### src/rtl/sip_pkg.sv
package sip_pkg;
    typedef enum logic [2:0] {
        MODE_PASS   = 3'd0,
        MODE_TAP    = 3'd1,
        MODE_BLOCK  = 3'd2,
        MODE_DIVERT = 3'd3,
        MODE_FORCE  = 3'd4
    } mode_e;
    localparam int MODE_W = 3;
endpackage

### src/rtl/sip_wr_dec.sv
module sip_wr_dec #(
    parameter int N_CELLS = 12,
    parameter int AW      = 4
) (
    input  logic              we,
    input  logic [AW-1:0]     addr,
    output logic [N_CELLS-1:0] sel
);
    // Addresses at or above N_CELLS match no cell.
    for (genvar i = 0; i < N_CELLS; i++) begin : g_sel
        assign sel[i] = we && (addr == AW'(i));
    end
endmodule

### src/rtl/sip_cell.sv
module sip_cell
    import sip_pkg::*;
#(
    parameter int               SIG_W     = 4,
    parameter logic [SIG_W-1:0] BLOCK_VAL = '0
) (
    input  logic              clk,
    input  logic              rst_n,
    input  logic              wr_en,
    input  logic [MODE_W-1:0] wr_code,
    input  logic              layer_on,
    input  logic [SIG_W-1:0]  sig_in,
    input  logic [SIG_W-1:0]  inj_in,
    output logic [SIG_W-1:0]  sig_out,
    output logic [SIG_W-1:0]  tap,
    output logic [MODE_W-1:0] mode_q
);
    // State register: the stored mode.
    always_ff @(posedge clk or negedge rst_n) begin
        if (!rst_n)
            mode_q <= MODE_PASS;
        else if (wr_en)
            mode_q <= wr_code;
    end

    // Output process: combinational path, decoded per state.
    always_comb begin
        sig_out = sig_in;
        tap     = '0;
        if (layer_on) begin
            unique case (mode_q)
                MODE_TAP: begin
                    sig_out = sig_in;
                    tap     = sig_in;
                end
                MODE_BLOCK: begin
                    sig_out = BLOCK_VAL;
                end
                MODE_DIVERT: begin
                    sig_out = BLOCK_VAL;
                    tap     = sig_in;
                end
                MODE_FORCE: begin
                    sig_out = inj_in;
                end
                default: begin
                    sig_out = sig_in;
                end
            endcase
        end
    end
endmodule

### src/rtl/sip_array.sv
module sip_array
    import sip_pkg::*;
#(
    parameter int               N_CELLS   = 12,
    parameter int               SIG_W     = 4,
    parameter logic [SIG_W-1:0] BLOCK_VAL = '0
) (
    input  logic                       clk,
    input  logic                       rst_n,
    input  logic                       layer_present,
    input  logic                       cfg_we,
    input  logic [$clog2(N_CELLS)-1:0] cfg_addr,
    input  logic [2:0]                 cfg_code,
    input  logic [N_CELLS*SIG_W-1:0]   host_in,
    input  logic [N_CELLS*SIG_W-1:0]   inject_in,
    output logic [N_CELLS*SIG_W-1:0]   host_out,
    output logic [N_CELLS*SIG_W-1:0]   tap_out
);
    localparam int AW = $clog2(N_CELLS);

    logic [N_CELLS-1:0]        cell_sel;
    logic [N_CELLS*MODE_W-1:0] cell_mode;

    sip_wr_dec #(.N_CELLS(N_CELLS), .AW(AW)) u_dec (
        .we   (cfg_we),
        .addr (cfg_addr),
        .sel  (cell_sel)
    );

    for (genvar k = 0; k < N_CELLS; k++) begin : g_cell
        sip_cell #(.SIG_W(SIG_W), .BLOCK_VAL(BLOCK_VAL)) u_cell (
            .clk      (clk),
            .rst_n    (rst_n),
            .wr_en    (cell_sel[k]),
            .wr_code  (cfg_code),
            .layer_on (layer_present),
            .sig_in   (host_in[k*SIG_W +: SIG_W]),
            .inj_in   (inject_in[k*SIG_W +: SIG_W]),
            .sig_out  (host_out[k*SIG_W +: SIG_W]),
            .tap      (tap_out[k*SIG_W +: SIG_W]),
            .mode_q   (cell_mode[k*MODE_W +: MODE_W])
        );
    end
endmodule

### config.mk
export PLATFORM = sky130hd
export DESIGN_NAME = sip_array
export DESIGN_NICKNAME = d
export VERILOG_FILES = /design/src/rtl/sip_pkg.sv /design/src/rtl/sip_wr_dec.sv /design/src/rtl/sip_cell.sv /design/src/rtl/sip_array.sv
export SDC_FILE = /design/constraint.sdc
export NUM_CORES = 1
export LEC_CHECK = 0
export BUFFER_PORTS_ARGS = -buffer_cell sky130_fd_sc_hd__buf_2
export CAP_MARGIN = 20
export CELL_PAD_IN_SITES_DETAIL_PLACEMENT = 2
export CELL_PAD_IN_SITES_GLOBAL_PLACEMENT = 2
export CORE_MARGIN = 2
export CORE_UTILIZATION = 24
export CTS_CLUSTER_DIAMETER = 150
export CTS_CLUSTER_SIZE = 24
export DETAILED_ROUTE_END_ITERATION = 12
export GPL_TIMING_DRIVEN = 0
export PLACE_DENSITY_LB_ADDON = 0.1
export SLEW_MARGIN = 0
export SYNTH_ARGS = -nofsm -noshare
export SYNTH_HDL_FRONTEND = slang
export SYNTH_SLANG_ARGS = --single-unit
### constraint.sdc
create_clock -name clk -period 2.2 [get_ports clk]
set_clock_uncertainty 0.15 [all_clocks]
set_input_delay 0.11 -clock clk [delete_from_list [all_inputs] [get_ports clk]]
set_output_delay 0.11 -clock clk [all_outputs]
set_load 0.1 [all_outputs]
==> metrics.md <==
| Metric | Value |
|---|---|
| Outcome | `completed` |
| Filler cells | `1475` |
| Dpl hpwl | `9788 µm` |
| I/O Buffers | `201` |
| CTS tree | `yes` |
| Worst vdd ir | `0.3875 mV` |
| Clock slew at reported path FFs | `50 ps` |
| First-pass iteration count of the detailed router | `4` |
| Grt peak-use layer | `met2` |
| Die Y | `118.1 µm` |
| Crit-path slowest cell | `buf_2` |
| R2R Setup Slk | `1030 ps` |
| Seq/Total Area, Yosys | `0.2883` |
| Clock Path Buffers | `2` |
| Final setup margin | `102.4 ps` |
| Biggest register | `g_cell.u_cell.mode_q` |
| Area share of the largest cell type after synthesis | `0.2883` |
| Via count | `3558` |
| Ys Warns | `0` |
| HP Start | `cfg_addr[1]` |
| Clk network pwr share | `0.158` |
| # DRC | `0` |
| Max transition margin | `0.4589` |
| Clock sinks | `36` |
| Grt met3 use | `0.03924` |
| Initial antenna violation count | `0` |
| GR Overflow Total | `0` |
| Ant diodes | `0` |
| Core area | `12670 µm²` |
| Switching Fraction | `0.5821` |
| DRT iter0 DRCs | `92` |
| Max reg flops | `36` |
| Worst endpoint required time | `1940 ps` |
| Power density cells | `1072 nW/µm²` |
| CTS Buf Count | `5` |
| Endpoints failing setup | `0` |
| Skew-Pair Late Insertion Delay | `270 ps` |
| P_int | `2.075 mW` |
| Worst path max stage delay | `430 ps` |
| Net Sw Power | `2.890 mW` |
| Grt met1 use | `0.2165` |
| Synth area leaders | `dfrtp_1, and2_1, mux2_2` |
| EDFF count, synth | `0` |
| Root buffer cell | `clkbuf_16` |
| Largest net degree at the start of global routing | `37` |
| Post-Synthesis Cells | `356` |
| Actual slew at the worst max-slew pin | `811.7 ps` |
| Final setup TNS | `0 ps` |
| Syn nets | `463` |
| HP Class | `input pin to register` |
| Final #Nets | `675` |
| FF+latch count, synth | `36` |
| R2R Path Start | `g_cell[11].u_cell.mode_q[2]$_DFFE_PN0P_` |
| Number of global-route vias before repair | `3907` |
| Synth-to-Final Area Change | `48.30%` |
| WHS Path Cells | `3` |
| Crit Path Class | `register to output port` |
| WHS Endpoint | `g_cell[4].u_cell.mode_q[0]$_DFFE_PN0P_` |
| IO Count | `203` |
| Routed WL | `11990 µm` |
| Via density | `4.802` |
| Biggest regs | `g_cell.u_cell.mode_q x36` |
| Placer Congestion | `0.6967` |
| First-pass GRT wire length | `19750 µm` |
| Prevailing post-synth register cell | `dfrtp_1` |
| Seq pwr share | `0.206` |
| Mapped Avg Cell Area | `8.776 µm²` |
| Share of post-route cells with drive strength above 1 | `0.4675` |
| Worst r2r path cells | `2` |
| Antenna viol nets, final | `0` |
| Chip width | `118.1 µm` |
| H-Tree Depth | `2` |
| Comb pwr share | `0.636` |
| Site row count | `41` |
| Initial Util | `0.2466` |
| All-Layer GR Usage | `0.1690` |
| Worst r2r dst | `g_cell[11].u_cell.mode_q[2]$_DFFE_PN0P_` |
| GRT met2 Usage | `0.2991` |
| Final Hold Viols | `0` |
| Fin. max-slew vios | `0` |
| FFs w/ async S/R, synth | `1.000` |
| Crit end category | `output port` |
| Max-cap violation count | `0` |
| Fin crit period | `2098 ps` |
| Crit path launch type | `register` |
| Area leader, netlist | `dfrtp_1` |
| Multi-input gate area | `2197 µm²` |
| Fmax | `476.7 MHz` |
| Final worst path period share | `0.9534` |
| CP Data Arrival Time | `1840 ps` |
| Unrepaired setup endpoints after global routing | `no` |
| Register area | `900.9 µm²` |
| Synth Cell Area | `3124 µm²` |
| Worst path cell trace | `clkbuf_1, and2_1, a32oi_1, o21ai_2, buf_2` |
| Die area | `13950 µm²` |
| Setup WS pre-CTS | `247.5 ps` |
| Post-DR wirelength/cell | `16.18 µm` |
| Lkg Pwr | `2.356 nW` |
| Count of unique library cells instantiated by Yosys | `24` |
| Critical-path maximum fanout | `10` |
-- worst max-delay path: cells and delay by family (launching register included) --
family | cells | cell delay [ps]
buffers and inverters | 2 | 770
flip-flops | 1 | 340
AND/OR/NAND/NOR | 1 | 270
AO/OA/AOI/OAI | 2 | 190
-- layout by cell type (no fill, tap or decap), types with 8 or more instances in the layout --
cell	instances
a221o_1	32
a22o_1	8
a32oi_1	12
and2_1	71
and3b_1	9
buf_2	196
dfrtp_1	36
inv_1	12
mux2_2	33
nand2_1	21
nor2_1	23
nor2b_1	36
nor3_1	12
o21ai_0	8
o21ai_2	11
-- worst max-delay path by stage --
stage | start | endpoint | depth (start not counted)
finish | g_cell[9].u_cell.mode_q[2]$_DFFE_PN0P_ | host_out[36] | 5
global route | g_cell[6].u_cell.mode_q[2]$_DFFE_PN0P_ | host_out[26] | 4
CTS | g_cell[6].u_cell.mode_q[2]$_DFFE_PN0P_ | host_out[26] | 4
detailed placement | g_cell[6].u_cell.mode_q[1]$_DFFE_PN0P_ | host_out[26] | 4
global placement | g_cell[6].u_cell.mode_q[1]$_DFFE_PN0P_ | host_out[26] | 4
floorplan | g_cell[7].u_cell.mode_q[2]$_DFFE_PN0P_ | tap_out[28] | 2
-- through the flow --
stage	cell area (µm²)	cells	hold WS (ps)	utilization	total power [mW]
2_1_floorplan	3166	356	-335.6	-	3.694
6_report	4633	741	175.9	0.3657	4.966
3_5_place_dp	4387	729	105.9	0.3462	4.180
3_3_place_gp	4387	729	85.33	0.3462	4.111
5_1_grt	4633	741	189.3	0.3657	5.223
4_1_cts	4603	741	170.7	0.3633	5.000
-- power by group through the flow --
stage	clock [mW]	sequential, mW	combinational, mW
5_1_grt	0.841	1.07	3.32
6_report	0.785	1.02	3.16
4_1_cts	0.808	1.02	3.17
3_5_place_dp	0	1.03	3.15
3_3_place_gp	0	1.01	3.10
2_1_floorplan	0	0.957	2.74
-- layer usage --
metal | vias up | share of wire
li1 | 1723 | -
met1 | 1715 | 0.45
met2 | 116 | 0.50
met3 | 4 | 0.050
met4 | 0 | 0.0030
met5 | - | 0
-- cell usage after synthesis (6+ instances only) --
cell type and number:
and3b_1 9, o21ai_0 21, mux2_2 33, nand2_1 21, inv_1 12, a32oi_1 12, dfrtp_1 36, a221o_1 32
nor2b_1 36, a22o_1 8, and2_1 71, nor2_1 23, nor3_1 12, clkbuf_1 6
-- logic make-up (layout without fill, tap and decap cells) --
kind of cell / Yosys count / in the layout / share of synthesized area
and+or+nand+nor: 186 / 186 / 0.3508
AOI/OAI and AO/OA: 76 / 76 / 0.1994
muxes: 36 / 36 / 0.1334
DFF: 36 / 36 / 0.2883
buffers and inverters: 22 / 235 / 0.02803
-- what timing repair did --
| item | in CTS | in global routing |
|---|---|---|
| setup endpoints to repair | 4 | 16 |
| endpoints found under the hold margin | 42 | 0 |
| gates resized for setup | 4 | 10 |
| setup buffers | 0 | 0 |
| hold buffers | 4 | 0 |
-- area by class of cell --
type / count / share of cell area
Buffer: 10 / 0.009182
Clock buffer: 6 / 0.02782
Clock inverter: 2 / 0.007561
Inverter: 12 / 0.009722
Multi-Input combinational cell: 298 / 0.4742
Sequential cell: 36 / 0.1944
Tap cell: 172 / 0.04645
Timing Repair Buffer: 205 / 0.2306
Note: power is estimated with default switching activity, not from simulation.
